**src/rtl/wdt_pkg.sv**
```systemverilog
package wdt_pkg;
  localparam int PS_SEL_W = 3;
  localparam int PS_CNT_W = (1 << PS_SEL_W) - 1;
  localparam int REG_W    = 8;

  typedef enum logic [1:0] {
    EXP_NONE  = 2'd0,
    EXP_RESET = 2'd1,
    EXP_WAKE  = 2'd2
  } exp_kind_e;
endpackage

```
**src/rtl/wdt_tick_sync.sv**
```systemverilog
module wdt_tick_sync #(
  parameter int STAGES = 2
) (
  input  logic clk,
  input  logic rst,
  input  logic osc_i,
  output logic tick_o
);
  logic [STAGES-1:0] chain;
  logic              last_q;

  generate
    for (genvar g = 0; g < STAGES; g++) begin : g_stage
      if (g == 0) begin : g_first
        always_ff @(posedge clk) begin
          if (rst) chain[0] <= 1'b0;
          else     chain[0] <= osc_i;
        end
      end else begin : g_next
        always_ff @(posedge clk) begin
          if (rst) chain[g] <= 1'b0;
          else     chain[g] <= chain[g-1];
        end
      end
    end
  endgenerate

  always_ff @(posedge clk) begin
    if (rst) last_q <= 1'b0;
    else     last_q <= chain[STAGES-1];
  end

  assign tick_o = chain[STAGES-1] & ~last_q;

  p_tick_single_r2: assert property (@(posedge clk) disable iff (rst)
    tick_o |=> !tick_o);
endmodule

```
**src/rtl/wdt_postscaler.sv**
```systemverilog
module wdt_postscaler
  import wdt_pkg::*;
(
  input  logic                clk,
  input  logic                rst,
  input  logic                clear_i,
  input  logic                tick_i,
  input  logic [PS_SEL_W-1:0] sel_i,
  output logic                step_o
);
  logic [PS_CNT_W-1:0] cnt_q;
  logic [PS_CNT_W:0]   span;
  logic [PS_CNT_W:0]   span_m1;
  logic [PS_CNT_W-1:0] limit;
  logic                at_limit;

  assign span     = {{PS_CNT_W{1'b0}}, 1'b1} << sel_i;
  assign span_m1  = span - {{PS_CNT_W{1'b0}}, 1'b1};
  assign limit    = span_m1[PS_CNT_W-1:0];
  assign at_limit = (cnt_q >= limit);
  assign step_o   = tick_i & at_limit & ~clear_i;

  always_ff @(posedge clk) begin
    if (rst || clear_i)  cnt_q <= '0;
    else if (tick_i) begin
      if (at_limit) cnt_q <= '0;
      else          cnt_q <= cnt_q + 1'b1;
    end
  end

  p_ps_clear_r6: assert property (@(posedge clk) disable iff (rst)
    clear_i |=> (cnt_q == '0));
  p_ps_hold_r2: assert property (@(posedge clk) disable iff (rst)
    (!tick_i && !clear_i) |=> $stable(cnt_q));
endmodule

```
**src/rtl/wdt_base_counter.sv**
```systemverilog
module wdt_base_counter #(
  parameter int TIMEOUT_TICKS = 16
) (
  input  logic clk,
  input  logic rst,
  input  logic clear_i,
  input  logic step_i,
  output logic expire_o
);
  localparam int CNT_W = (TIMEOUT_TICKS > 1) ? $clog2(TIMEOUT_TICKS) : 1;
  localparam logic [CNT_W-1:0] TERM = CNT_W'(TIMEOUT_TICKS - 1);

  logic [CNT_W-1:0] cnt_q;
  logic             at_term;

  assign at_term  = (cnt_q == TERM);
  assign expire_o = step_i & at_term & ~clear_i;

  always_ff @(posedge clk) begin
    if (rst || clear_i) cnt_q <= '0;
    else if (step_i) begin
      if (at_term) cnt_q <= '0;
      else         cnt_q <= cnt_q + 1'b1;
    end
  end

  p_base_range_r2: assert property (@(posedge clk) disable iff (rst)
    cnt_q <= TERM);
  p_base_clear_r6: assert property (@(posedge clk) disable iff (rst)
    clear_i |=> (cnt_q == '0));
endmodule

```
**src/rtl/wdt_ctrl_reg.sv**
```systemverilog
module wdt_ctrl_reg
  import wdt_pkg::*;
(
  input  logic             clk,
  input  logic             rst,
  input  logic             wr_i,
  input  logic [REG_W-1:0] wdata_i,
  output logic [REG_W-1:0] rdata_o,
  output logic             soft_en_o
);
  logic en_q;

  always_ff @(posedge clk) begin
    if (rst)       en_q <= 1'b0;
    else if (wr_i) en_q <= wdata_i[0];
  end

  assign soft_en_o = en_q;
  assign rdata_o   = {{(REG_W-1){1'b0}}, en_q};

  p_reg_write_r10: assert property (@(posedge clk) disable iff (rst)
    wr_i |=> (rdata_o[0] == $past(wdata_i[0])));
  p_reg_hold_r10: assert property (@(posedge clk) disable iff (rst)
    !wr_i |=> $stable(rdata_o));
endmodule

```
**src/rtl/wdt_sleep_top.sv**
```systemverilog
module wdt_sleep_top
  import wdt_pkg::*;
#(
  parameter int TIMEOUT_TICKS = 16,
  parameter int SYNC_STAGES   = 2
) (
  input  logic                clk,
  input  logic                rst,
  input  logic                osc_i,
  input  logic                cfg_en_i,
  input  logic [PS_SEL_W-1:0] cfg_ps_sel_i,
  input  logic                clr_i,
  input  logic                sleep_i,
  input  logic                core_asleep_i,
  input  logic                bus_wr_i,
  input  logic [REG_W-1:0]    bus_wdata_i,
  output logic [REG_W-1:0]    bus_rdata_o,
  output logic                rst_req_o,
  output logic                wake_o,
  output logic                to_n_o
);
  logic      tick;
  logic      step;
  logic      expire;
  logic      soft_en;
  logic      enabled;
  logic      clear;
  exp_kind_e kind;

  assign enabled = cfg_en_i | soft_en;
  assign clear   = clr_i | sleep_i | ~enabled;

  wdt_tick_sync #(.STAGES(SYNC_STAGES)) i_sync (
    .clk(clk), .rst(rst), .osc_i(osc_i), .tick_o(tick)
  );

  wdt_postscaler i_ps (
    .clk(clk), .rst(rst), .clear_i(clear), .tick_i(tick),
    .sel_i(cfg_ps_sel_i), .step_o(step)
  );

  wdt_base_counter #(.TIMEOUT_TICKS(TIMEOUT_TICKS)) i_base (
    .clk(clk), .rst(rst), .clear_i(clear), .step_i(step), .expire_o(expire)
  );

  wdt_ctrl_reg i_ctrl (
    .clk(clk), .rst(rst), .wr_i(bus_wr_i), .wdata_i(bus_wdata_i),
    .rdata_o(bus_rdata_o), .soft_en_o(soft_en)
  );

  always_comb begin
    if (!expire)            kind = EXP_NONE;
    else if (core_asleep_i) kind = EXP_WAKE;
    else                    kind = EXP_RESET;
  end

  always_ff @(posedge clk) begin
    if (rst) begin
      rst_req_o <= 1'b0;
      wake_o    <= 1'b0;
      to_n_o    <= 1'b1;
    end else begin
      rst_req_o <= (kind == EXP_RESET);
      wake_o    <= (kind == EXP_WAKE);
      if (kind != EXP_NONE) to_n_o <= 1'b0;
      else if (clr_i)       to_n_o <= 1'b1;
    end
  end

  p_excl_r4: assert property (@(posedge clk) disable iff (rst)
    !(rst_req_o && wake_o));
  p_rst_pulse_r3: assert property (@(posedge clk) disable iff (rst)
    rst_req_o |=> !rst_req_o);
  p_wake_pulse_r4: assert property (@(posedge clk) disable iff (rst)
    wake_o |=> !wake_o);
  p_to_low_r5: assert property (@(posedge clk) disable iff (rst)
    (rst_req_o || wake_o) |-> !to_n_o);
  p_off_quiet_r9: assert property (@(posedge clk) disable iff (rst)
    (!cfg_en_i && !soft_en) |=> !(rst_req_o || wake_o));
  p_sleep_keeps_to_r7: assert property (@(posedge clk) disable iff (rst)
    (sleep_i && !clr_i) |=> $stable(to_n_o));
endmodule

```
**config.mk**
```make
export PLATFORM = sky130hd
export DESIGN_NAME = wdt_sleep_top
export DESIGN_NICKNAME = d
export VERILOG_FILES = /design/src/rtl/wdt_pkg.sv /design/src/rtl/wdt_tick_sync.sv /design/src/rtl/wdt_postscaler.sv /design/src/rtl/wdt_base_counter.sv /design/src/rtl/wdt_ctrl_reg.sv /design/src/rtl/wdt_sleep_top.sv
export SDC_FILE = /design/constraint.sdc
export NUM_CORES = 1
export LEC_CHECK = 0
export BUFFER_PORTS_ARGS = -buffer_cell sky130_fd_sc_hd__buf_2
export CORE_UTILIZATION = 49
export CTS_BUF_LIST = sky130_fd_sc_hd__clkbuf_8 sky130_fd_sc_hd__clkbuf_16
export CTS_CLUSTER_DIAMETER = 100
export DETAILED_ROUTE_END_ITERATION = 8
export GPL_TIMING_DRIVEN = 1
export PLACE_DENSITY_LB_ADDON = 0.2
export SLEW_MARGIN = 20
export SYNTH_ARGS = -nofsm -noshare
export SYNTH_HDL_FRONTEND = slang
export SYNTH_HIERARCHICAL = 1
export SYNTH_SLANG_ARGS = --single-unit
```
**constraint.sdc**
```tcl
create_clock -name clk -period 3.34 [get_ports clk]
set_clock_uncertainty 0.15 [all_clocks]
set_input_delay 0.334 -clock clk [delete_from_list [all_inputs] [get_ports clk]]
set_output_delay 0.334 -clock clk [all_outputs]
set_load 0.005 [all_outputs]
```
**Word-level counts from Yosys, hierarchy flattened**

Index checks and enable logic that the tools add are counted.

- Register bits: 18
- Input port bits: 19
- Word-level logic and storage cells: 37

- Add/sub/neg operators: 3
- Order comparisons: 1
- Equal/unequal tests: 3
- Shift operators: 1
- Muxes and demuxes: 6
- Bitwise gates (word level): 11
- Reductions and logical operators: 3

Operators by type and width:

| cell | number |
|---|---|
| $add 7x1->7 const B | 1 |
| $ge 7x7->1 | 1 |
| $mux 7 | 1 |
| $shl 1x3->7 const A | 1 |
| $sub 7x1->7 const B | 1 |
| $and 1x1->1 | 5 |
| $add 4x1->4 const B | 1 |
| $eq 4x4->1 const B | 1 |
| $mux 2 | 2 |
| $mux 4 | 1 |
| $reduce_bool 2->1 | 2 |
| $not 1->1 | 3 |
| $or 1x1->1 | 3 |
| $eq 2x1->1 const B | 1 |
| $eq 2x2->1 const B | 1 |
| $mux 1 | 2 |
| $logic_or 1x1->1 | 1 |

**Depth between registers and ports, before layout**

- Depth in word-level cells: 10
- Depth in mapped cells: 9
- Mapped depth without buffers: 9

**Hierarchy**

Netlist, hierarchy kept.

Modules (own cells, without submodules):

| module | instances | cells each | area each (sq um) | sequential area each (sq um) |
|---|---|---|---|---|
| wdt_postscaler | 1 | 57 | 488.0 | 140.1 |
| wdt_base_counter | 1 | 19 | 181.4 | 80.1 |
| wdt_sleep_top | 1 | 9 | 101.3 | 60.1 |
| wdt_ctrl_reg | 1 | 12 | 97.6 | 20.0 |
| wdt_tick_sync | 1 | 7 | 87.6 | 60.1 |

**Worst setup path before layout**

Ideal clock, no wire load.

- Kind: in2reg
- Start: input cfg_ps_sel_i[1]
- End: register rst_req_o
- Arrival: 2253 ps
- Slack: 864 ps
- Stages on the path: 9
- Buffers on the path: 0
- Cell sequence: or3_1 -> ha_1 -> nor2b_1 -> o21ai_0 -> a31oi_1 -> nor3b_1 -> nand4_1 -> nor2_1 -> nor3b_2

- Longest elaborated chain between the ends: 9

Ends and longest elaborated chain:

| item | line | RTL |
|---|---|---|
| from (decl) | wdt_sleep_top.sv:11 | `input logic [PS_SEL_W-1:0] cfg_ps_sel_i,` |
| $shl 1x3->7 | wdt_postscaler.sv:17 | `assign span = {{PS_CNT_W{1'b0}}, 1'b1} << sel_i;` |
| $sub 7x1->7 | wdt_postscaler.sv:18 | `assign span_m1 = span - {{PS_CNT_W{1'b0}}, 1'b1};` |
| $ge 7x7->1 | wdt_postscaler.sv:20 | `assign at_limit = (cnt_q >= limit);` |
| $and 1x1->1 (2 in series) | wdt_postscaler.sv:21 | `assign step_o = tick_i & at_limit & ~clear_i;` |
| via step | wdt_sleep_top.sv:23 | `logic step;` |
| $and 1x1->1 (2 in series) | wdt_base_counter.sv:17 | `assign expire_o = step_i & at_term & ~clear_i;` |
| via expire | wdt_sleep_top.sv:24 | `logic expire;` |
| $mux 2 | wdt_sleep_top.sv:52 | `if (!expire) kind = EXP_NONE;` |
| $eq 2x1->1 | wdt_sleep_top.sv:63 | `rst_req_o <= (kind == EXP_RESET);` |
| to (signal assigned) | wdt_sleep_top.sv:63 |  |
| to (decl) | wdt_sleep_top.sv:18 | `output logic rst_req_o,` |

The timed path passes the listed nets, and every way through them passes these cells.
A chain may end at the register's enable or synchronous reset.

**Final worst setup path**

Same ends and word-level chain as after synthesis.

==> results.ini <==
[floorplan]
coreArea_sq_mm = 0.00178
die_width_microns = 46.2
fp-row-count = 15
chipHeight_microns = 46.2
die_area_sq_mm = 0.00213
floorplan.initialDensity_pct = 53.6
top_level_ports = 30

[cts]
buffer_levels_on_the_longest_clock_path = 2
clk_root_buffer_cell = clkbuf_8
insertion_delay_ns = 0.25
tritoncts.num_buffers = 3
h-tree-depth = 1
cts_hold_buffers = 0
cts_setup_buffers = 0
clock_tree_from_tritoncts = done
clock_transition_at_the_registers_of_the_reported_paths_ns = 0.06
cts.repair.resized = 0
cts.sink_count = 18

[yosys]
dominantRegCellSynth = dfxtp_1
syn_area_per_cell_sq_um = 9.19
synth-warning-count = 6
synth_async_sr_flop_share_pct = 0
synth_seq_cells = 18
seq_area_frac_synth_pct = 37.7
synthesis.instances = 104
netlist_area_sq_um = 956
synth-edff-count = 0
ys_types = 32

[power_and_ir_drop]
comb_power_share_pct = 7.2
swShare_pct = 19.6
clkPwrFrac_pct = 40.5
power.static_leakage_uw = 0.000467
seq_power_share_pct = 52.3
peakVddDrop_mv = 0.265
power_report.internal_total_uw = 335
switching_power_uw = 81.9
p_per_area_mw_per_mm2 = 385

[detailed_routing]
drc_errors = 0
drt_pass1_iterations = 4
post_drt_via_cell_ratio = 4.78
avgRoutedWirePerCell_microns = 9.54
final_antenna_net_count = 0
detailedRoute.firstIterationViolations = 9
route.vias.total = 698
routed_wirelength_mm = 1.39

[job]
max-cap-violations = 0

[sta]
maxClockFrequency_ghz = 0.427
time_the_final_worst_path_needs_with_i_o_delays_and_setup_ns = 2.34
final.setup.worst_slack_ns = 0.997
worst_pin_slew_ns = 0.670
final-setup-viol-count = 0
relSlewSlack_pct = 54.9
post-route-period-util_pct = 70.1
timing.final.max_slew_violations = 0
hold_viol_final = 0
unrepaired_setup_endpoints_after_global_routing = no
setup_tns_ns = 0

[status]
outcome = finished, final reports clean

[finish]
num-nets-final = 150
post_route_cells_drive_above_1_share_pct = 23.1
areaGrowthSynthToFinish_pct = 13.4
diodes = 0

[critical_path]
worstPathArrival_ns = 2.37
regToRegStartpoint = i_ps/cnt_q[6]$_SDFFE_PP0P_
reg2reg_slack_ns = 1.08
worstReg2RegEnd = wake_o$_SDFF_PP0_
worst-path-max-fanout = 6
critical_path.startpoint_type = input pin
worst-setup-path-type = input pin to register
worst_setup_path_end_kind = register
timing.critical_path.required_ns = 3.37
reg2regPathDepth = 9

[grt]
grt_util_all_layers_pct = 16.6
grt_overflow = 0
grt_pass1_wl_mm = 2.51
antenna_found_initial = 0
grt_max_degree = 12
grt_pass1_vias = 630

[hold_path]
hp-class = input pin to register
min_to = rst_req_o$_SDFF_PP0_
worstHoldPathCells = 2
hold_path.startpoint = core_asleep_i

[place]
dp_hpwl_mm = 1.10
gp_congestion = 0.721
dp_slack_ns = 0.754
port-buffer-count = 15

==> cell usage after synthesis, types with 2 or more instances <==
cell     count  area (sq um)
dfxtp_1     18           360
buf_4        8          60.1
a21oi_1      2          10.0
nand2_1      7          26.3
xnor2_1      4          35.0
o21ai_0      3          15.0
mux2i_1      3          30.0
nor2_1      16          60.1
ha_1         9           113
inv_1        2          7.51
nor2b_1      4          25.0
nand4_1      4          25.0
xor2_1       5          43.8
==> power by group through the flow <==
stage | sequential [uW] | clock, uW | combinational [uW]
after detailed placement | 223 | 0 | 30.4
after global placement | 223 | 0 | 29.2
after floorplan | 222 | 0 | 23.9
after global routing | 218 | 185 | 34.7
after CTS | 218 | 178 | 30.5
final | 218 | 169 | 30.1
==> cell usage in the layout, fill, tap and decap left out, drive strengths merged, types with 2 or more instances in the layout <==
master and instances:
nor3b 2, o21ai 3, nand4 4, ha 9, nor2 17, mux2i 3, and3 2, a221o 2
inv 2, nand2 7, a21oi 2, dfxtp 18, nor3 2, buf 16, conb 7, nor2b 5
clkbuf 4, xor2 5, xnor2 4
==> cell families (layout without fill, tap and decap cells) <==
group	count (synthesis)	in the layout	synth area share, %
AOI/OAI and AO/OA	10	10	7.07
xor gates and xnor gates	9	9	8.25
adders and majority gates	9	9	11.8
buffers and inverters	11	22	7.46
DFF	18	18	37.7
muxes	3	3	3.14
other	1	7	0.392
and+or+nand+nor	43	43	24.2
==> area by class of cell <==
class | count | area [sq um]
fillers | 160 | 699
inverters | 2 | 7.51
multi-input cells | 81 | 547
repair buffers | 16 | 82.6
clock buffers | 4 | 55.1
well taps | 25 | 31.3
flip-flops and latches | 18 | 360
==> critical path: stages <==
cell and delay, ns:
buf_2 0.13, or3_1 0.37, ha_1 0.28, nor2b_1 0.04, o21ai_0 0.26, a31oi_1 0.14
nor3b_1 0.19, buf_4 0.17, nand4_1 0.10, nor2_1 0.17, nor3b_2 0.18
==> through the flow <==
stage,utilization (%),instance area (sq um),hold slack (ns),power [uW],instances
finish,60.8,1080,0.110,417,146
global route,60.8,1080,0.0992,437,146
CTS,60.8,1080,0.101,426,146
detailed placement,57.7,1030,0.286,253,142
global placement,57.7,1030,0.289,252,142
floorplan,-,978,0.253,246,110
==> state kept, by name, summed over array words and instances (netlist names) <==
signal / flops
to_n_o: 1
i_ctrl/soft_en_o: 1
i_ps/cnt_q: 7
i_sync/last_q: 1
i_base/cnt_q: 4
wake_o: 1
rst_req_o: 1
i_sync/chain: 2
==> worst max-delay path by stage <==
| stage | start | to | slack (ns) | cells after the start |
|---|---|---|---|---|
| after CTS | cfg_ps_sel_i[1] | rst_req_o$_SDFF_PP0_ | 1.0 | 11 |
| after global placement | cfg_ps_sel_i[1] | rst_req_o$_SDFF_PP0_ | 0.75 | 11 |
| after global routing | cfg_ps_sel_i[1] | rst_req_o$_SDFF_PP0_ | 0.79 | 11 |
| after detailed placement | cfg_ps_sel_i[1] | rst_req_o$_SDFF_PP0_ | 0.75 | 11 |
| after floorplan | cfg_ps_sel_i[1] | rst_req_o$_SDFF_PP0_ | 0.86 | 9 |
| final | cfg_ps_sel_i[1] | rst_req_o$_SDFF_PP0_ | 1.0 | 11 |
==> per-layer routing <==
| layer | global-route usage (%) | share of wire, % | wire length, microns |
|---|---|---|---|
| met5 | 0 | 0 | 0 |
| met3 | 2.75 | 3.4 | 48 |
| met1 | 19.8 | 48 | 675 |
| met2 | 27.3 | 47 | 654 |
| met4 | 10.6 | 1.0 | 14 |
No activity file was read; power rests on OpenSTA's default activity.
